$ cat src/rtl/mul_pkg.sv
// Package: shared types for the shift-add multiplier.
// Assumes: nothing beyond IEEE 1800-2017 enums.
package mul_pkg;

    // Sequencer state: waiting for a start, or stepping through bits.
    typedef enum logic {
        ST_IDLE = 1'b0,
        ST_RUN  = 1'b1
    } mul_state_t;

endpackage

$ cat src/rtl/mul_cond_add.sv
// Module: mul_cond_add
// Purpose: adds the addend to the accumulator when enabled, through a ripple
// chain of one-bit full adders. The carry out is kept as the top sum bit.
// Assumes: purely combinational; the caller registers the result.
module mul_cond_add #(
    parameter int WIDTH = 32
) (
    input  logic [WIDTH-1:0] acc_i,
    input  logic [WIDTH-1:0] addend_i,
    input  logic             en_i,
    output logic [WIDTH:0]   sum_o
);

    logic [WIDTH-1:0] gated_w;
    logic [WIDTH:0]   carry_w;

    // Gate the addend: when not enabled the sum passes the accumulator.
    always_comb gated_w = en_i ? addend_i : '0;

    assign carry_w[0] = 1'b0;

    // One full adder per bit, carry rippling upward.
    for (genvar gi = 0; gi < WIDTH; gi++) begin : g_fa
        assign sum_o[gi]      = acc_i[gi] ^ gated_w[gi] ^ carry_w[gi];
        assign carry_w[gi+1]  = (acc_i[gi] & gated_w[gi])
                              | (carry_w[gi] & (acc_i[gi] ^ gated_w[gi]));
    end

    assign sum_o[WIDTH] = carry_w[WIDTH];

endmodule

$ cat src/rtl/mul_ctrl.sv
// Module: mul_ctrl
// Purpose: sequencer. It accepts a start while idle, issues WIDTH step
// strobes, then pulses done for one cycle.
// Assumes: WIDTH >= 2; start while running is ignored.
module mul_ctrl
    import mul_pkg::*;
#(
    parameter int WIDTH = 32
) (
    input  logic clk,
    input  logic rst_n,
    input  logic start_i,
    output logic load_o,
    output logic step_o,
    output logic busy_o,
    output logic done_o
);

    localparam int CW = $clog2(WIDTH);
    localparam logic [CW-1:0] LAST_STEP = CW'(WIDTH - 1);

    mul_state_t    state_q;
    logic [CW-1:0] step_cnt_q;

    // Decode the strobes from the current state.
    always_comb begin
        load_o = (state_q == ST_IDLE) && start_i;
        step_o = (state_q == ST_RUN);
        busy_o = (state_q == ST_RUN);
    end

    // State, step counter and completion pulse.
    always_ff @(posedge clk) begin
        if (!rst_n) begin
            state_q    <= ST_IDLE;
            step_cnt_q <= '0;
            done_o     <= 1'b0;
        end else begin
            done_o <= 1'b0;
            if (load_o) begin
                state_q    <= ST_RUN;
                step_cnt_q <= '0;
            end else if (step_o) begin
                step_cnt_q <= step_cnt_q + 1'b1;
                if (step_cnt_q == LAST_STEP) begin
                    state_q <= ST_IDLE;
                    done_o  <= 1'b1;
                end
            end
        end
    end

endmodule

$ cat src/rtl/mul_prod_reg.sv
// Module: mul_prod_reg
// Purpose: holds the multiplicand and the double-width product register.
// On load it stores {0, multiplier}. On each step it conditionally adds
// into the high half and shifts right, the adder carry entering the top bit.
// Assumes: load and step are never high together.
module mul_prod_reg #(
    parameter int WIDTH = 32
) (
    input  logic               clk,
    input  logic               rst_n,
    input  logic               load_i,
    input  logic               step_i,
    input  logic [WIDTH-1:0]   mcand_i,
    input  logic [WIDTH-1:0]   mplier_i,
    output logic [2*WIDTH-1:0] product_o
);

    localparam int PW = 2 * WIDTH;

    logic [WIDTH-1:0] mcand_q;
    logic [PW-1:0]    prod_q;
    logic [WIDTH:0]   sum_w;
    logic [PW-1:0]    next_w;

    // The adder acts on the high half, enabled by the current low bit.
    mul_cond_add #(.WIDTH(WIDTH)) u_add (
        .acc_i    (prod_q[PW-1:WIDTH]),
        .addend_i (mcand_q),
        .en_i     (prod_q[0]),
        .sum_o    (sum_w)
    );

    // The carry, the sum and the remaining low bits, shifted right by one.
    always_comb next_w = {sum_w, prod_q[WIDTH-1:1]};

    // Register update: load operands, or take one add-and-shift step.
    always_ff @(posedge clk) begin
        if (!rst_n) begin
            mcand_q <= '0;
            prod_q  <= '0;
        end else if (load_i) begin
            mcand_q <= mcand_i;
            prod_q  <= {{WIDTH{1'b0}}, mplier_i};
        end else if (step_i) begin
            prod_q  <= next_w;
        end
    end

    assign product_o = prod_q;

endmodule

$ cat src/rtl/shiftadd_mult.sv
// Module: shiftadd_mult
// Purpose: top level of the multi-cycle unsigned shift-add multiplier.
// Assumes: synchronous active-low reset; the result is valid while done_o
// is high and is held afterwards until the next accepted start.
module shiftadd_mult #(
    parameter int WIDTH = 32
) (
    input  logic               clk,
    input  logic               rst_n,
    input  logic               start_i,
    input  logic [WIDTH-1:0]   mcand_i,
    input  logic [WIDTH-1:0]   mplier_i,
    output logic [2*WIDTH-1:0] product_o,
    output logic               done_o
);

    logic load_w;
    logic step_w;
    logic busy_w;

    // Sequencing of load, steps and completion.
    mul_ctrl #(.WIDTH(WIDTH)) u_ctrl (
        .clk     (clk),
        .rst_n   (rst_n),
        .start_i (start_i),
        .load_o  (load_w),
        .step_o  (step_w),
        .busy_o  (busy_w),
        .done_o  (done_o)
    );

    // Operand and product storage with the adder.
    mul_prod_reg #(.WIDTH(WIDTH)) u_data (
        .clk       (clk),
        .rst_n     (rst_n),
        .load_i    (load_w),
        .step_i    (step_w),
        .mcand_i   (mcand_i),
        .mplier_i  (mplier_i),
        .product_o (product_o)
    );

endmodule

$ cat config.mk
export PLATFORM = sky130hd
export DESIGN_NAME = shiftadd_mult
export DESIGN_NICKNAME = d
export VERILOG_FILES = /design/src/rtl/mul_pkg.sv /design/src/rtl/mul_cond_add.sv /design/src/rtl/mul_ctrl.sv /design/src/rtl/mul_prod_reg.sv /design/src/rtl/shiftadd_mult.sv
export SDC_FILE = /design/constraint.sdc
export NUM_CORES = 1
export LEC_CHECK = 0
export ABC_CLOCK_PERIOD_IN_PS = 14800
export BUFFER_PORTS_ARGS = -buffer_cell sky130_fd_sc_hd__buf_2
export CAP_MARGIN = 20
export CORE_MARGIN = 5
export CORE_UTILIZATION = 33
export CTS_BUF_LIST = sky130_fd_sc_hd__clkbuf_16
export CTS_CLUSTER_DIAMETER = 120
export DETAILED_ROUTE_END_ITERATION = 6
export PLACE_DENSITY_LB_ADDON = 0.2
export SETUP_SLACK_MARGIN = 0.5
export SLEW_MARGIN = 20
export SYNTH_ARGS = -nofsm -noshare
export SYNTH_HDL_FRONTEND = slang
export SYNTH_SLANG_ARGS = --single-unit
$ cat constraint.sdc
create_clock -name clk -period 14.8 [get_ports clk]
set_input_delay 2.96 -clock clk [delete_from_list [all_inputs] [get_ports clk]]
set_output_delay 2.96 -clock clk [all_outputs]
set_load 0.01 [all_outputs]
==> flow_summary.ini, run 1 <==
[critical_path]
cp_common_cell = fa_1
ff2ff_path_depth = 39
max_stage_delay_ps = 420
worst-r2r-setup-slack_ps = 2180
path_delay_family = adder cells
reg2reg_from = u_data.product_o[0]$_SDFFE_PN0P_
required_ps = 15050
critPathLaunchType = flip-flop
crit-reg2reg-capture = u_data.product_o[62]$_SDFFE_PP0P_
slowest_stage = fa_1
critical_path_class = flip-flop to flip-flop
path_depth = 39
cp_num_buf_inv = 5
crit_fanout = 2
critPathCaptureType = flip-flop
crit_arrival_ps = 12870

[finish]
nFillCells = 1474
final_nets = 704
multi_input_area_mm2 = 0.00252
diodes = 0
drive_gt1_frac = 0.255
register_area_mm2 = 0.00206
syn_to_final_growth_pct = 21.5

[detailed_routing]
first_iter_violations = 148
drc = 0
via_count = 3675
drt-total-wl_mm = 11.0
first_pass_iters = 4
wl_per_cell_um = 13.8
postRouteAntennaNets = 0
vias_per_cell = 4.64

[sta]
fin_crit_sh = 0.853
period_needed_ps = 12620
skew_ps = 7.46
drv_slew = 0
hold_violations = 0
worst_slew_pin_slew_ps = 669
setup_tns_ps = 0
finalSetupViolCount = 0
rsz0062_at_grt = no
fmax_mhz = 79.3
relSlewSlack = 0.554

[synthesis]
ys_ff_latch = 103
synth_area_mm2 = 0.00482
synthTopCellsByArea = dfxtp_1 (43%), fa_1 (13%), mux2i_1 (13%), nand2_1 (5.4%), a21boi_1 (4.7%)
synth.distinct_cells = 24
synthXorXnorAreaFrac = 0.00545
muxShareOfSynthArea = 0.127
synth-seq-area-share = 0.428
synth_top_family_by_area = adder cells
synth_compound_area_frac = 0.125
ys_warn_count = 0
avgSynthCellArea_um2 = 9.79
syn_inst = 492
post-synth-top-area-cell = dfxtp_1
ys_async_sr_fraction = 0
netlist.area_leader.share = 0.428
syn_nets = 593
synth_simple_gate_area_frac = 0.129
synth_flop_cell = dfxtp_1
synth_edf_count = 0
synth_fa_ha_area_frac = 0.137

[clocking]
cts_root_buffer = clkbuf_16
cts-hold-fix-buffers = 0
ctsHtreeMaxLevel = 3
post_cts_resized = 0
cts_tree = done
cts.clk_slew.worst_paths_ps = 70
clock_latency_ps = 340
postCtsSetupRepairBufs = 0
cts.sinks = 103
cts_buffers = 9
cts_max_path_buffers = 2

[power_and_ir_drop]
p_int_uw = 456
peakVddDrop_v = 0.0000468
pwr-share-clk = 0.382
combPwrFrac = 0.128
p_seq_frac = 0.490
netSwitchingFraction = 0.260
pwr_density_cell_mw_per_mm2 = 105
finalPower_uw = 616
switching_power_uw = 160
p_leak_uw = 0.00272

[hold_path]
holdPathStages = 2
worstHoldPathType = flip-flop to flip-flop
hold-path-endpoint = u_data.mcand_q[19]$_SDFFE_PN0P_
min-delay-start = u_data.mcand_q[19]$_SDFFE_PN0P_

[die]
die_h_um = 131
io_pins = 132
initial_core_util = 0.334
fp-row-count = 44
core-area_mm2 = 0.0144
die_w_um = 131
die_area_mm2 = 0.0171

[flow_run]
maxCapViolCount = 0

[grt]
met3_usage = 0.0374
overflow = 0
top_usage_layer = met2
grt.met1_usage = 0.181
grt_pass1_vias = 3631
antenna_found_initial = 0
grt_max_degree = 68
grt_use_met2 = 0.202
grt_pass1_wl_mm = 18.0
grt_usage = 0.133

[run_status]
outcome = finished, final reports clean

[placed_design]
port_buffers = 131
hpwl_mm = 7.59
globalplace.congestion = 0.700
[state kept, by name (all words and copies together) (netlist names)]
signal	count
u_ctrl.busy_o	1
u_ctrl.done_o	1
u_ctrl.step_cnt_q	5
u_data.mcand_q	32
u_data.product_o	64
[power groups by stage]
stage | Clock, µW | Combinational, µW | Sequential (µW)
2_1_floorplan | 0 | 48.4 | 311
3_3_place_gp | 0 | 80.1 | 308
3_5_place_dp | 0 | 81.0 | 308
4_1_cts | 245 | 81.2 | 302
5_1_grt | 256 | 89.4 | 304
6_report | 235 | 78.9 | 302
[tightest hold or removal path, delay by kind of cell, from the launching register on]
family	cells	cell delay (ps)
DFF	1	310
AOI/OAI and AO/OA	1	50
and+or+nand+nor	1	50
[Yosys cell counts (all sizes together) (2+ instances only)]
cell      n
buf      29
a21boi   32
xor2      2
nor2     37
a211oi    5
dfxtp   103
a21oi    32
mux2i    61
ha        3
and3      2
inv      10
and2     29
nand2    70
clkbuf    9
fa       31
o21ai    33
[cells in the final DEF (no fill, tap or decap), types with 3 or more instances in the layout]
cell type	count
o21ai_0	33
nand2_1	69
buf_4	7
buf_2	131
nor2_1	37
and2_1	29
a21oi_1	32
inv_1	10
dfxtp_1	102
a21boi_1	30
ha_1	3
a211oi_1	5
fa_1	31
clkbuf_16	9
mux2i_1	61
[area by class of cell]
| type | count | share of cell area |
|---|---|---|
| Multi-Input combinational cell | 341 | 0.431 |
| Clock inverter | 7 | 0.0109 |
| Timing Repair Buffer | 138 | 0.121 |
| Clock buffer | 9 | 0.0385 |
| Inverter | 10 | 0.00642 |
| Tap cell | 184 | 0.0393 |
| Sequential cell | 103 | 0.353 |
[cells by family (layout without fill, tap and decap cells)]
group           after synthesis  count (layout)
xor+xnor                      3               3
mux                          61              61
compound gates              102             102
buf+inv                      48             164
fa+ha+maj                    34              34
simple gates                141             141
flops                       103             103
[routing by layer]
layer / routed length [µm] / part of all wire
met5: 0 / 0
met4: 134 / 0.012
met3: 778 / 0.071
met2: 4850 / 0.44
met1: 5190 / 0.47
[how the worst max path moves through the flow]
stage | startpoint | endpoint | slack [ps]
6_report | u_data.product_o[0]$_SDFFE_PN0P_ | u_data.product_o[62]$_SDFFE_PP0P_ | 2180
5_1_grt | u_data.product_o[0]$_SDFFE_PN0P_ | u_data.product_o[62]$_SDFFE_PP0P_ | 1730
4_1_cts | u_data.product_o[0]$_SDFFE_PN0P_ | u_data.product_o[62]$_SDFFE_PP0P_ | 2130
3_5_place_dp | u_data.product_o[0]$_SDFFE_PN0P_ | u_data.product_o[62]$_SDFFE_PP0P_ | 2180
3_3_place_gp | u_data.product_o[0]$_SDFFE_PN0P_ | u_data.product_o[62]$_SDFFE_PP0P_ | 2240
2_1_floorplan | u_data.product_o[0]$_SDFFE_PN0P_ | u_data.product_o[62]$_SDFFE_PP0P_ | 2390
[stage by stage]
stage          worst slack [ps]  std cells  utilization  instance area (µm²)  hold slack (ps)
2_1_floorplan              2390        492            -                 4820              430
3_3_place_gp               2240        776        0.386                 5560              436
3_5_place_dp               2180        776        0.386                 5560              441
4_1_cts                    2130        792        0.406                 5850              450
5_1_grt                    1730        792        0.406                 5850              464
6_report                   2180        792        0.406                 5850              447
Note: power is estimated with default switching activity, not from simulation.
==> inputs of run 2 (changes only) <==
CELL_PAD_IN_SITES_DETAIL_PLACEMENT = 1   (was not set)
CELL_PAD_IN_SITES_GLOBAL_PLACEMENT = 1   (was not set)
==> run 2 against run 1 <==
Net effect:
- clock skew down 1.6 ps
- flip-flop and latch count unchanged
- cell area down 0.13%
- setup slack worse by 71 ps
==> flow_summary.ini, run 2 (synthesis results as in run 1) <==
[detailed_routing]
drt-total-wl_mm = 12.2
wl_per_cell_um = 15.4
vias_per_cell = 4.72
first_pass_iters = 4
drc = 0
postRouteAntennaNets = 0
first_iter_violations = 103
via_count = 3739

[die]
initial_core_util = 0.334
die_w_um = 131
io_pins = 132
core-area_mm2 = 0.0144
die_h_um = 131
fp-row-count = 44
die_area_mm2 = 0.0171

[power_and_ir_drop]
peakVddDrop_v = 0.0000640
pwr_density_cell_mw_per_mm2 = 105
p_leak_uw = 0.00273

[finish]
final_nets = 704
final_cell_mix = buf_2 (131), dfxtp_1 (102), nand2_1 (69)
largest_register_ff_count = 64
multi_input_area_mm2 = 0.00252
final_common_cell = buf_2
register_area_mm2 = 0.00206
nFillCells = 1709
diodes = 0
drive_gt1_frac = 0.253
syn_to_final_growth_pct = 21.3

[critical_path]
crit_fanout = 2
max_stage_delay_ps = 410
critPathLaunchType = flip-flop
reg2reg_from = u_data.product_o[0]$_SDFFE_PN0P_
required_ps = 15060
critical_path_class = flip-flop to flip-flop
critPathCaptureType = flip-flop
slowest_stage = fa_1
crit_arrival_ps = 12950
cp_common_cell = fa_1
worstSetupStartpoint = u_data.product_o[0]$_SDFFE_PN0P_

[sta]
rsz0062_at_grt = no
finalSetupViolCount = 0
period_needed_ps = 12690
hold_violations = 0
relSlewSlack = 0.472
worst_slew_pin_slew_ps = 792
fin_crit_sh = 0.857
drv_slew = 0
setup_ws_ps = 2110
setup_tns_ps = 0
fmax_mhz = 78.8
skew_ps = 5.82

[placed_design]
globalplace.congestion = 0.719
port_buffers = 131
hpwl_mm = 8.61
post-place-ws_ps = 2120

[flow_run]
maxCapViolCount = 0

[grt]
grt_pass1_vias = 3991
grt_pass1_wl_mm = 19.6
antenna_found_initial = 0
grt_max_degree = 68
grt_usage = 0.146
overflow = 0

[clocking]
cts.clk_slew.worst_paths_ps = 70
cts.sinks = 103
cts_root_buffer = clkbuf_16
cts-hold-fix-buffers = 0
post_cts_resized = 0
ctsHtreeMaxLevel = 3
cts_buffers = 9
cts_max_path_buffers = 2
postCtsSetupRepairBufs = 0
clock_latency_ps = 350
cts_tree = done

[hold_path]
min-delay-start = u_data.mcand_q[30]$_SDFFE_PN0P_
worstHoldPathType = flip-flop to flip-flop

[run_status]
outcome = finished, final reports clean
run 2: metal layers:
layer / GRT usage / part of all wire / vias to the layer above
li1: - / - / 1841
met1: 0.176 / 0.43 / 1807
met2: 0.250 / 0.49 / 79
met3: 0.0447 / 0.059 / 12
met4: 0.0478 / 0.014 / 0
met5: 0 / 0 / -
run 2: where the power goes:
| part | switching (µW) | internal, µW |
|---|---|---|
| Combinational | 44.1 | 33.6 |
| Sequential | 12.0 | 293 |
| Clock | 105 | 129 |
| Total | 161 | 455 |
run 2: per-stage QoR:
stage,std cells,total power [µW],area (µm²),hold WS [ps],utilization
after floorplan,492,360,4820,430,-
after global placement,776,388,5560,435,0.386
after detailed placement,776,391,5560,448,0.386
after CTS,792,627,5840,457,0.405
after global routing,792,648,5840,471,0.405
final,792,616,5840,454,0.405
run 2: area by class of cell:
| type | instances | share of cell area |
|---|---|---|
| Clock buffer | 9 | 0.0385 |
| Clock inverter | 7 | 0.00964 |
| Inverter | 10 | 0.00642 |
| Multi-Input combinational cell | 341 | 0.432 |
| Sequential cell | 103 | 0.353 |
| Tap cell | 184 | 0.0394 |
| Timing Repair Buffer | 138 | 0.121 |
run 2: worst paths after layout:
check	cells after the start	endpoint	slack [ps]
max	39	u_data.product_o[62]$_SDFFE_PP0P_	2110
min	2	u_data.mcand_q[30]$_SDFFE_PN0P_	450
max reg2reg	39	u_data.product_o[62]$_SDFFE_PP0P_	2110
min reg2reg	2	u_data.mcand_q[30]$_SDFFE_PN0P_	450
run 2: worst max-delay path, delay by kind of cell, from the launching register on:
kind / cells / cell delay, ps
simple gates: 1 / 150
fa+ha+maj: 32 / 11580
compound gates: 1 / 230
buf+inv: 5 / 310
flops: 1 / 310
